<file path="config.mk">
export PLATFORM = sky130hd
export DESIGN_NAME = adc_mux_scan
export DESIGN_NICKNAME = d
export VERILOG_FILES = /design/src/rtl/adc_scan_pkg.sv /design/src/rtl/scan_edge_sync.sv /design/src/rtl/scan_wait_timer.sv /design/src/rtl/scan_spi_shifter.sv /design/src/rtl/adc_mux_scan.sv
export SDC_FILE = /design/constraint.sdc
export NUM_CORES = 1
export LEC_CHECK = 0
export BUFFER_PORTS_ARGS = -buffer_cell sky130_fd_sc_hd__buf_4
export CAP_MARGIN = 20
export CORE_MARGIN = 2
export CORE_UTILIZATION = 56
export CTS_BUF_LIST = sky130_fd_sc_hd__clkbuf_4
export CTS_CLUSTER_DIAMETER = 80
export DETAILED_ROUTE_END_ITERATION = 6
export PLACE_DENSITY = 0.87
export SYNTH_ARGS = -nofsm -noshare
export SYNTH_HDL_FRONTEND = slang
export SYNTH_SLANG_ARGS = --single-unit
</file>
<file path="constraint.sdc">
create_clock -name clk -period 2.5 [get_ports clk]
set_input_delay 0.5 -clock clk [delete_from_list [all_inputs] [get_ports clk]]
set_output_delay 0.5 -clock clk [all_outputs]
set_load 0.05 [all_outputs]
</file>
<file path="src/rtl/adc_scan_pkg.sv">
package adc_scan_pkg;

  typedef enum logic [2:0] {
    OP_DRDY,   // wait for a data-ready falling edge
    OP_BYTE,   // shift one command byte
    OP_SHORT,  // short settle pause
    OP_LONG,   // pause before data read
    OP_READ    // clock in the result word
  } op_e;

  typedef struct packed {
    op_e        op;
    logic [7:0] data;
    logic       fin;   // this byte closes a chip-select group
  } step_t;

  localparam logic [7:0] OPC_HALT_CONT = 8'h0F;
  localparam logic [7:0] OPC_CAL_SELF  = 8'hF0;
  localparam logic [7:0] OPC_SYNC      = 8'hFC;
  localparam logic [7:0] OPC_WAKE      = 8'h00;
  localparam logic [7:0] OPC_READ_ONE  = 8'h01;
  localparam logic [3:0] OPC_WRITE_REG = 4'h5;

  localparam logic [3:0] REG_STAT = 4'd0;
  localparam logic [3:0] REG_SEL  = 4'd1;
  localparam logic [3:0] REG_CTRL = 4'd2;
  localparam logic [3:0] REG_RATE = 4'd3;

  localparam logic [4:0] STEP_LOOP = 5'd18;
  localparam logic [4:0] STEP_LAST = 5'd27;

  function automatic step_t mk(input op_e op, input logic [7:0] d, input logic f);
    step_t s;
    s.op   = op;
    s.data = d;
    s.fin  = f;
    return s;
  endfunction

  function automatic logic [7:0] wr_head(input logic [3:0] reg_addr);
    return {OPC_WRITE_REG, reg_addr};
  endfunction

  function automatic logic [7:0] sel_code(input logic [7:0] chan);
    return 8'h80 | chan;
  endfunction

  // Micro-program: setup steps 0..17, per-sample loop 18..27
  function automatic step_t scan_step(input logic [4:0] idx, input logic [7:0] chan,
                                      input logic [7:0] rate);
    case (idx)
      5'd0:  return mk(OP_DRDY, 8'h00, 1'b0);
      5'd1:  return mk(OP_BYTE, OPC_HALT_CONT, 1'b1);
      5'd2:  return mk(OP_DRDY, 8'h00, 1'b0);
      5'd3:  return mk(OP_BYTE, wr_head(REG_STAT), 1'b0);
      5'd4:  return mk(OP_BYTE, 8'h00, 1'b0);
      5'd5:  return mk(OP_BYTE, 8'h00, 1'b1);
      5'd6:  return mk(OP_SHORT, 8'h00, 1'b0);
      5'd7:  return mk(OP_BYTE, wr_head(REG_CTRL), 1'b0);
      5'd8:  return mk(OP_BYTE, 8'h00, 1'b0);
      5'd9:  return mk(OP_BYTE, 8'h00, 1'b1);
      5'd10: return mk(OP_SHORT, 8'h00, 1'b0);
      5'd11: return mk(OP_BYTE, wr_head(REG_RATE), 1'b0);
      5'd12: return mk(OP_BYTE, 8'h00, 1'b0);
      5'd13: return mk(OP_BYTE, rate, 1'b1);
      5'd14: return mk(OP_SHORT, 8'h00, 1'b0);
      5'd15: return mk(OP_DRDY, 8'h00, 1'b0);
      5'd16: return mk(OP_BYTE, OPC_CAL_SELF, 1'b1);
      5'd17: return mk(OP_SHORT, 8'h00, 1'b0);
      5'd18: return mk(OP_DRDY, 8'h00, 1'b0);
      5'd19: return mk(OP_BYTE, wr_head(REG_SEL), 1'b0);
      5'd20: return mk(OP_BYTE, 8'h00, 1'b0);
      5'd21: return mk(OP_BYTE, sel_code(chan), 1'b1);
      5'd22: return mk(OP_SHORT, 8'h00, 1'b0);
      5'd23: return mk(OP_BYTE, OPC_SYNC, 1'b0);
      5'd24: return mk(OP_BYTE, OPC_WAKE, 1'b0);
      5'd25: return mk(OP_BYTE, OPC_READ_ONE, 1'b0);
      5'd26: return mk(OP_LONG, 8'h00, 1'b0);
      default: return mk(OP_READ, 8'h00, 1'b1);
    endcase
  endfunction

endpackage

</file>
<file path="src/rtl/scan_edge_sync.sv">
module scan_edge_sync (
  input  logic clk,
  input  logic rst_n,
  input  logic din_n,
  output logic fall
);
  logic meta_q, cur_q, prev_q;

  always_ff @(posedge clk or negedge rst_n) begin
    if (!rst_n) begin
      meta_q <= 1'b1;
      cur_q  <= 1'b1;
      prev_q <= 1'b1;
    end else begin
      meta_q <= din_n;
      cur_q  <= meta_q;
      prev_q <= cur_q;
    end
  end

  assign fall = prev_q & ~cur_q;

  AST_FALL_SINGLE: assert property (@(posedge clk) disable iff (!rst_n)
    fall |=> !fall);

endmodule

</file>
<file path="src/rtl/scan_wait_timer.sv">
module scan_wait_timer #(
  parameter int WAIT_SHORT = 250,
  parameter int WAIT_LONG  = 400
) (
  input  logic clk,
  input  logic rst_n,
  input  logic load,
  input  logic use_long,
  output logic expired
);
  localparam int MAXW = (WAIT_LONG > WAIT_SHORT) ? WAIT_LONG : WAIT_SHORT;
  localparam int TW   = $clog2(MAXW + 1);

  logic [TW-1:0] cnt_q;

  always_ff @(posedge clk or negedge rst_n) begin
    if (!rst_n)            cnt_q <= '0;
    else if (load)         cnt_q <= use_long ? TW'(WAIT_LONG) : TW'(WAIT_SHORT);
    else if (cnt_q != '0)  cnt_q <= cnt_q - TW'(1);
  end

  assign expired = (cnt_q == '0);

  AST_TIMER_HOLD_ZERO: assert property (@(posedge clk) disable iff (!rst_n)
    (cnt_q == '0 && !load) |=> (cnt_q == '0));

endmodule

</file>
<file path="src/rtl/scan_spi_shifter.sv">
module scan_spi_shifter #(
  parameter int HALF_DIV = 13,
  parameter int WORD     = 24
) (
  input  logic            clk,
  input  logic            rst_n,
  input  logic            go,
  input  logic            long_word,
  input  logic [7:0]      tx_byte,
  input  logic            miso,
  output logic            sclk,
  output logic            mosi,
  output logic [WORD-1:0] rx_word,
  output logic            busy,
  output logic            done
);
  localparam int DW = $clog2(HALF_DIV + 1);
  localparam int BW = $clog2(WORD + 1);

  logic [DW-1:0]   div_q;
  logic [BW-1:0]   left_q;
  logic [WORD-1:0] tx_q, rx_q;
  logic            sclk_q, busy_q, done_q;
  logic            half_end;

  assign half_end = (div_q == DW'(HALF_DIV - 1));

  always_ff @(posedge clk or negedge rst_n) begin
    if (!rst_n) begin
      div_q  <= '0;
      left_q <= '0;
      tx_q   <= '0;
      rx_q   <= '0;
      sclk_q <= 1'b0;
      busy_q <= 1'b0;
      done_q <= 1'b0;
    end else begin
      done_q <= 1'b0;
      if (!busy_q) begin
        if (go) begin
          busy_q <= 1'b1;
          sclk_q <= 1'b1;
          div_q  <= '0;
          left_q <= long_word ? BW'(WORD) : BW'(8);
          tx_q   <= long_word ? '0 : {tx_byte, {(WORD-8){1'b0}}};
        end
      end else if (half_end) begin
        div_q <= '0;
        if (sclk_q) begin
          sclk_q <= 1'b0;
          rx_q   <= {rx_q[WORD-2:0], miso};
        end else if (left_q == BW'(1)) begin
          busy_q <= 1'b0;
          done_q <= 1'b1;
        end else begin
          left_q <= left_q - BW'(1);
          tx_q   <= {tx_q[WORD-2:0], 1'b0};
          sclk_q <= 1'b1;
        end
      end else begin
        div_q <= div_q + DW'(1);
      end
    end
  end

  assign sclk    = sclk_q;
  assign mosi    = busy_q & tx_q[WORD-1];
  assign rx_word = rx_q;
  assign busy    = busy_q;
  assign done    = done_q;

  AST_SCLK_IDLE_LOW: assert property (@(posedge clk) disable iff (!rst_n)
    !busy_q |-> !sclk_q);

endmodule

</file>
<file path="src/rtl/adc_mux_scan.sv">
module adc_mux_scan
  import adc_scan_pkg::*;
#(
  parameter int         HALF_DIV   = 13,
  parameter int         WAIT_SHORT = 250,
  parameter int         WAIT_LONG  = 400,
  parameter logic [7:0] RATE_CODE  = 8'hC0,
  parameter int         NUM_CH     = 4,
  parameter int         DATA_BITS  = 24
) (
  input  logic                 clk,
  input  logic                 rst_n,
  input  logic                 start,
  input  logic                 drdy_n,
  input  logic                 miso,
  output logic                 sclk,
  output logic                 mosi,
  output logic                 cs_n,
  output logic                 sample_valid,
  output logic [DATA_BITS-1:0] sample_data,
  output logic [1:0]           sample_chan,
  output logic                 sample_first
);
  localparam int CH_W = 2;

  function automatic logic [CH_W-1:0] chan_after(input logic [CH_W-1:0] c);
    return (c == CH_W'(NUM_CH - 1)) ? '0 : c + CH_W'(1);
  endfunction

  function automatic logic [CH_W-1:0] chan_before(input logic [CH_W-1:0] c);
    return (c == '0) ? CH_W'(NUM_CH - 1) : c - CH_W'(1);
  endfunction

  // Internal events brought out for checking
  logic                 running_q, phase_q, cs_q, first_pend_q;
  logic [4:0]           step_q;
  logic [CH_W-1:0]      sel_q;
  step_t                cur;
  logic                 eng_go, eng_busy, eng_done;
  logic                 tmr_load, tmr_long, tmr_exp;
  logic                 drdy_fall;
  logic [DATA_BITS-1:0] eng_rx;
  logic                 valid_q, first_q;
  logic [DATA_BITS-1:0] data_q;
  logic [CH_W-1:0]      tag_q;

  assign cur      = scan_step(step_q, 8'(sel_q), RATE_CODE);
  assign eng_go   = running_q && !phase_q && (cur.op == OP_BYTE || cur.op == OP_READ);
  assign tmr_load = running_q && !phase_q && (cur.op == OP_SHORT || cur.op == OP_LONG);
  assign tmr_long = (cur.op == OP_LONG);

  scan_edge_sync u_sync (
    .clk   (clk),
    .rst_n (rst_n),
    .din_n (drdy_n),
    .fall  (drdy_fall)
  );

  scan_wait_timer #(.WAIT_SHORT(WAIT_SHORT), .WAIT_LONG(WAIT_LONG)) u_timer (
    .clk      (clk),
    .rst_n    (rst_n),
    .load     (tmr_load),
    .use_long (tmr_long),
    .expired  (tmr_exp)
  );

  scan_spi_shifter #(.HALF_DIV(HALF_DIV), .WORD(DATA_BITS)) u_spi (
    .clk       (clk),
    .rst_n     (rst_n),
    .go        (eng_go),
    .long_word (cur.op == OP_READ),
    .tx_byte   (cur.data),
    .miso      (miso),
    .sclk      (sclk),
    .mosi      (mosi),
    .rx_word   (eng_rx),
    .busy      (eng_busy),
    .done      (eng_done)
  );

  always_ff @(posedge clk or negedge rst_n) begin
    if (!rst_n) begin
      running_q    <= 1'b0;
      phase_q      <= 1'b0;
      cs_q         <= 1'b1;
      first_pend_q <= 1'b0;
      step_q       <= '0;
      sel_q        <= '0;
      valid_q      <= 1'b0;
      first_q      <= 1'b0;
      data_q       <= '0;
      tag_q        <= '0;
    end else begin
      valid_q <= 1'b0;
      if (!running_q) begin
        if (start) begin
          running_q    <= 1'b1;
          step_q       <= '0;
          phase_q      <= 1'b0;
          sel_q        <= '0;
          first_pend_q <= 1'b1;
        end
      end else begin
        case (cur.op)
          OP_DRDY: if (drdy_fall) step_q <= step_q + 5'd1;
          OP_SHORT, OP_LONG: begin
            if (!phase_q) phase_q <= 1'b1;
            else if (tmr_exp) begin
              phase_q <= 1'b0;
              step_q  <= step_q + 5'd1;
            end
          end
          OP_BYTE: begin
            if (!phase_q) begin
              phase_q <= 1'b1;
              cs_q    <= 1'b0;
            end else if (eng_done) begin
              phase_q <= 1'b0;
              step_q  <= step_q + 5'd1;
              if (cur.fin) cs_q <= 1'b1;
            end
          end
          default: begin
            if (!phase_q) begin
              phase_q <= 1'b1;
              cs_q    <= 1'b0;
            end else if (eng_done) begin
              phase_q      <= 1'b0;
              cs_q         <= 1'b1;
              step_q       <= STEP_LOOP;
              valid_q      <= 1'b1;
              data_q       <= eng_rx;
              tag_q        <= chan_before(sel_q);
              first_q      <= first_pend_q;
              first_pend_q <= 1'b0;
              sel_q        <= chan_after(sel_q);
            end
          end
        endcase
      end
    end
  end

  assign cs_n         = cs_q;
  assign sample_valid = valid_q;
  assign sample_data  = data_q;
  assign sample_chan  = tag_q;
  assign sample_first = first_q;

  AST_CS_WHEN_CLOCKING: assert property (@(posedge clk) disable iff (!rst_n)
    sclk |-> !cs_n);

  AST_DIN_LOW_ON_READ: assert property (@(posedge clk) disable iff (!rst_n)
    (cur.op == OP_READ && eng_busy) |-> !mosi);

  AST_VALID_ONE_CYCLE: assert property (@(posedge clk) disable iff (!rst_n)
    sample_valid |=> !sample_valid);

  AST_START_NO_RESTART: assert property (@(posedge clk) disable iff (!rst_n)
    (running_q && start && step_q != '0) |=> (step_q != '0));

  AST_FIRST_ONLY_ONCE: assert property (@(posedge clk) disable iff (!rst_n)
    (sample_valid && !first_pend_q && $past(!first_pend_q)) |-> !sample_first);

  AST_IDLE_QUIET: assert property (@(posedge clk) disable iff (!rst_n)
    !running_q |-> (cs_n && !sclk && !sample_valid));

endmodule

</file>
==> metrics.yaml, run 1 <==
setup_path:
  r2r-start: "step_q[0]"
  crit_arrival_ns: 2.76
  cp_max_fo: 9
  critical_path_class: "reg -> reg"
  path_cells: "ha_1, and2_1, nor3b_1, o32a_1, mux2i_4, o21ai_4, mux2_2"
  critPathLaunchType: "flop"
  slowest_stage: "dfrtp_1"
  max_stage_delay_ns: 0.44
  critPathLaunch: "step_q[0]"
  crit_required_ns: 2.84
  reg2regPathDepth: 7
  critPathCaptureType: "flop"
power:
  clkPwrFrac: 0.175
  switching_power_mw: 2.019
  pwr-share-seq: 0.397
  swShare: 0.3844
  comb_power_share: 0.428
  power.density_nw_per_um2: 990.3
  leakage_nw: 2.567
  peakVddDrop_mv: 0.4687
  power.internal_mw: 3.233
synth:
  async_flop_share: 1.000
  synth_top_area_cell: "dfrtp_1"
  synth_most_common_cell: "dfrtp_1"
  synth_area_leaders: "dfrtp_1 (50%), mux2_2 (14%), ha_1 (3.0%)"
  synth_cell_type_count: 64
  synth_area_per_cell_um2: 11.40
  syn_area_um2: 4561
  synth_nets: 416
  ys_seq_area_frac: 0.5224
  yosysWarnings: 0
  ys.flop_type: "dfrtp_1"
  synth_top_area_share: 0.4993
  ys_ff_latch: 95
  synthTopCellsByCount: "dfrtp_1 (91), mux2_2 (55), nor2_1 (30)"
  synth_cells: 400
  synth_edf_count: 0
final_layout:
  antenna-diode-count: 0
  fin_cells: 560
  fill_cells: 554
  fin_area_um2: 5303
  multi_input_area_um2: 2087
  fin_util: 0.6792
  seq_area_um2: 2382
  drive_gt1_frac: 0.3450
  nets: 470
  area_growth_pct: 16.27
drt:
  ant_nets: 0
  dr.pass1.iters: 5
  wl_per_cell_um: 16.55
  routed_wl_mm: 9.268
  avgViaCountPerCell: 5.777
  route.detailed.drc: 0
  drt_iter0_drc: 207
  vias: 3235
clock_tree:
  cts.sinks: 95
  cts_hold_buf: 0
  clk_pin_slew_ns: 0.14
  cts_tree: "yes"
  clock_latency_ns: 0.44
  root_buffer: "clkbuf_4"
  cts_inserted_buffers: 9
  cts_buffer_depth: 2
  htreeDepth: 3
sta:
  period_share: 0.9678
  slew_viol_final: 0
  setup_violations: 0
  min_period_ns: 2.419
  finalClockSkew_ns: 0.02489
  hold_viol_final: 0
  slew_headroom: 0.5636
  worstMarginPinSlew_ns: 0.6546
  fmax_mhz: 413.3
floorplanning:
  row_count: 32
  ios: 36
  die-area_um2: 8882
  die_w_um: 94.25
  initial_core_util: 0.5841
  die_h_um: 94.25
  coreArea_um2: 7807
placed_design:
  hpwl_mm: 6.541
  gp_congestion: 0.9509
  port_buffers: 35
  placedCellCount: 543
  placed_cell_area_um2: 5075
global_routing:
  grt_pass1_wl_mm: 15.55
  grt_max_degree: 51
  track_usage: 0.2259
  grt-ovfl-total: 0
  grt_antenna_before_repair: 0
  grt_pass1_vias: 3198
run_status:
  status: "finished, final reports clean"
flow_run:
  max_cap_violations: 0
hold_path:
  worstHoldPathType: "in -> async"
## worst max-delay path, delay by kind of cell (launching register included)
kind	cells	cell delay, ns
AOI/OAI and AO/OA	2	0.60
muxes	2	0.53
DFF	1	0.44
and+or+nand+nor	2	0.44
adders and majority gates	1	0.31
## final cells by class
cell class              instances  share of cell area
flip-flops and latches         95              0.4493
repair buffers                 59             0.08966
inverters                      19             0.01345
clock inverters                 6             0.01723
well taps                     102             0.02407
multi-input cells             270              0.3936
clock buffers                   9             0.01274
## routing by layer
layer	GRT usage	up-vias	share of wire
li1	-	1535	-
met1	0.3027	1614	0.43
met2	0.3643	72	0.50
met3	0.06100	14	0.058
met4	0.06280	0	0.011
met5	0	-	0
## path summary, 6_finish.rpt
kind | endpoint | slack (ns)
min in group clk | u_sync.meta_q | 0.17
setup / recovery | u_spi.tx_q[20] | 0.08
max in group asynchronous | u_sync.prev_q | 1.71
setup reg to reg | u_spi.tx_q[20] | 0.08
hold / removal | step_q[3] | 0.08
hold reg to reg | u_sync.cur_q | 0.37
## registers in the layout, summed over array words and instances (netlist names), 2 cells and up
register,cells
u_spi.tx_q,8
u_timer.cnt_q,9
sel_q,2
u_spi.left_q,5
step_q,5
u_spi.div_q,4
sample_data,24
sample_chan,2
u_spi.rx_word,24
## what timing repair did
| action | CTS | global route |
|---|---|---|
| endpoints found under the setup margin | 3 | 53 |
| pin swaps | 0 | 5 |
| setup buffers | 0 | 2 |
| gates resized for setup | 1 | 14 |
## power groups by stage
stage,clock [mW],sequential [mW],combinational [mW]
after floorplan,0,2.07,1.48
after global placement,0,2.08,2.00
after detailed placement,0,2.10,2.09
after CTS,0.938,2.07,2.10
after global routing,0.999,2.13,2.47
final,0.918,2.09,2.25
## cell usage in the layout (no fill, tap or decap), drive strengths merged, types with 3 or more instances in the layout
cell type / n
nor4: 3
and2: 4
mux2: 56
nor2b: 7
mux2i: 7
nand2b: 4
dfstp: 4
dfrtp: 91
a21oi: 15
nand3: 10
nor2: 30
inv: 21
a31oi: 3
clkbuf: 9
buf: 59
o31ai: 4
xnor2: 4
nor3b: 3
a32o: 3
o21ai: 22
nor3: 5
or2: 5
nand2: 29
ha: 11
## kinds of logic after synthesis
family | after synthesis | share of synthesized area
adder cells (fa/ha/maj) | 11 | 0.03018
XOR/XNOR | 5 | 0.009602
multiplexers | 63 | 0.1545
flip-flops | 95 | 0.5224
buffers and inverters | 35 | 0.03073
AND/OR/NAND/NOR | 113 | 0.1273
AO/OA/AOI/OAI | 78 | 0.1254
## stage by stage
step                hold slack (ns)  worst slack (ns)  setup TNS, ns  power [mW]
floorplan                    0.2044           0.06455              0       3.546
global placement             0.3470           0.08904              0       4.077
detailed placement           0.3495          0.002347              0       4.195
CTS                         0.08575          -0.01744       -0.03073       5.115
global route                 0.1129         -0.008653       -0.01381       5.594
finish                      0.08077           0.08060              0       5.251
No activity file was read; power rests on OpenSTA's default activity.
==> inputs of run 2 (changes only) <==
Settings changed: ABC_AREA set to 1.
==> run 2 against run 1 <==
Count of clock-buffer cells in the layout unchanged. Cell area decreased by 2.4%. Clock power shrank 11%. Critical endpoint is now u_spi.left_q[1]. Register-to-register slack better by 0.13 ns. Sequential share of layout area increased by 1.2 points. Die area grew 3.0%.
==> metrics.yaml, run 2 <==
final_layout:
  fin_area_um2: 5177  # -2.4%
  nets: 602  # +28%
  fin_util: 0.6333  # -0.04586
  area_growth_pct: 10.02
  drive_gt1_frac: 0.1607  # -0.1842
  fin_cells: 696  # +24%
  final_cell_mix: "nand2_1 (167), dfrtp_1 (87), inv_1 (67), buf_4 (43), o21ai_0 (38)"
  antenna-diode-count: 0  # unchanged
  layout_commonest_cell: "nand2_1"
clock_tree:
  cts_buffer_depth: 2  # unchanged
  htreeDepth: 3  # unchanged
  cts.sinks: 95  # unchanged
  clock_latency_ns: 0.46  # +0.02 ns
  cts_tree: "yes"
  cts_inserted_buffers: 9  # unchanged
  clk_pin_slew_ns: 0.16  # +0.02 ns
  root_buffer: "clkbuf_4"
  cts_hold_buf: 0  # unchanged
flow_run:
  max_cap_violations: 0  # unchanged
run_status:
  status: "finished, final reports clean"
sta:
  rsz0062_at_grt: "false"
  hold_viol_final: 0  # unchanged
  slew_headroom: 0.5864  # +0.02278
  slew_viol_final: 0  # unchanged
  min_period_ns: 2.293  # -0.1262 ns
  finalClockSkew_ns: 0.02206  # -0.002833 ns
  setup_tns_ns: 0  # unchanged
  period_share: 0.9173  # -0.05047
  setup_violations: 0  # unchanged
  fin_ws_ns: 0.2068  # +0.1262 ns
  worstMarginPinSlew_ns: 0.6189  # -0.03567 ns
  fmax_mhz: 436.1  # +5.5%
drt:
  route.detailed.drc: 0  # unchanged
  avgViaCountPerCell: 5.353  # -7.3%
  ant_nets: 0  # unchanged
  dr.pass1.iters: 5  # unchanged
  drt_iter0_drc: 211  # +1.9%
  wl_per_cell_um: 13.65  # -18%
  vias: 3726  # +15%
  routed_wl_mm: 9.498  # +2.5%
synth:
  synth_most_common_cell: "nand2_1"
  synth_cells: 552  # +38%
  synth_area_leaders: "dfrtp_1 (48%), nand2_1 (13%), inv_1 (5.3%)"
  synth_area_per_cell_um2: 8.525  # -25%
  synth_cell_type_count: 40  # -38%
  async_flop_share: 1.000  # unchanged
  synth_edf_count: 0  # unchanged
  synth_top_area_cell: "dfrtp_1"
  synth_nets: 568  # +37%
  synthTopCellsByCount: "nand2_1 (167), dfrtp_1 (91), inv_1 (67)"
  yosysWarnings: 0  # unchanged
  synth_top_area_share: 0.4839  # -0.01540
  syn_area_um2: 4706  # +3.2%
  ys_seq_area_frac: 0.5062  # -0.01611
  ys_ff_latch: 95  # unchanged
  ys.flop_type: "dfrtp_1"
power:
  leakage_nw: 2.626  # +2.3%
  peakVddDrop_mv: 0.4383  # -6.5%
  power.density_nw_per_um2: 1049  # +5.9%
floorplanning:
  initial_core_util: 0.5756  # -0.008530
  ios: 36  # unchanged
  coreArea_um2: 8175  # +4.7%
  die-area_um2: 9153  # +3.0%
  die_w_um: 95.67  # +1.5%
  row_count: 33  # +3.1%
  die_h_um: 95.67  # +1.5%
setup_path:
  crit_arrival_ns: 2.64  # -0.12 ns
  critPathCaptureType: "flop"
  cp_max_fo: 16  # +7
  critPathLaunchType: "flop"
  critical_path_class: "reg -> reg"
  crit_required_ns: 2.84  # about the same
global_routing:
  grt_max_degree: 52  # +2.0%
  track_usage: 0.2268  # +0.0009460
  grt_pass1_vias: 3477  # +8.7%
  grt_pass1_wl_mm: 16.05  # +3.2%
  grt-ovfl-total: 0  # unchanged
  grt_antenna_before_repair: 0  # unchanged
placed_design:
  port_buffers: 35  # unchanged
  detailedPlace.worstSlack_ns: 0.1524  # +0.1501 ns
  placed_cell_area_um2: 5012  # -1.2%
  placedCellCount: 678  # +25%
  hpwl_mm: 6.695  # +2.4%
  gp_congestion: 0.9620  # +1.2%
hold_path:
  worstHoldPathType: "in -> async"
==> run 2: area by class of cell <==
| class | instances | area [um2] |
|---|---|---|
| clock buffer | 9 | 67.56 |
| sequential | 95 | 2387 |
| timing repair buffer | 44 | 342.8 |
| clock inverter | 7 | 72.57 |
| fill | 657 | 2998 |
| multi-input combinational | 367 | 1912 |
| inverter | 69 | 264.0 |
| tap | 105 | 131.4 |
==> run 2: worst paths after layout <==
kind,startpoint,to,slack [ns],cells after the start
max,step_q[1],u_spi.left_q[1],0.21,13
min,rst_n,u_timer.cnt_q[7],0.03,1
max reg2reg,step_q[1],u_spi.left_q[1],0.21,13
min reg2reg,u_sync.meta_q,u_sync.cur_q,0.37,0
max in group asynchronous,rst_n,u_sync.meta_q,1.78,2
min in group clk,drdy_n,u_sync.meta_q,0.15,1
==> run 2: metrics by stage <==
stage / hold WS, ns / total power [mW]
2_1_floorplan: 0.2044 / 4.057
3_3_place_gp: 0.3500 / 4.456
3_5_place_dp: 0.3482 / 4.577
4_1_cts: 0.03257 / 5.393
5_1_grt: 0.04360 / 5.877
6_report: 0.02785 / 5.429
==> run 2: cells by family after synthesis <==
| logic type | count (synthesis) | synth area share |
|---|---|---|
| flops | 95 | 0.5062 |
| simple gates | 265 | 0.2598 |
| xor+xnor | 7 | 0.01303 |
| buf+inv | 90 | 0.08801 |
| compound gates | 84 | 0.1037 |
| fa+ha+maj | 11 | 0.02925 |
==> run 2: worst max-delay path, cell delays in order (launching register included) <==
cell	delay, ns
dfrtp_2	0.47
inv_1	0.09
ha_1	0.16
inv_1	0.04
nor2_1	0.15
nand2_1	0.15
nand3_1	0.18
nor2_4	0.09
nand3_4	0.13
nand3_4	0.14
nand2_4	0.21
nand3_4	0.20
nand2_1	0.12
nand2_1	0.05
==> run 2: layer usage <==
metal / GRT usage / vias up / wire length [um]
li1: - / 1847 / -
met1: 0.3183 / 1757 / 4281
met2: 0.3473 / 101 / 4524
met3: 0.05455 / 21 / 516
met4: 0.07857 / 0 / 175
met5: 0 / - / 0
==> run 2: power by group <==
group,internal (mW),leakage [nW],switching (mW)
Sequential,1.85,1.23,0.284
Combinational,0.873,1.32,1.60
Clock,0.236,0.0737,0.583
==> run 2: what timing repair did <==
item	4_1_cts	5_1_grt
resized for setup	0	6
setup buffers	0	2
endpoints found under the setup margin	0	43
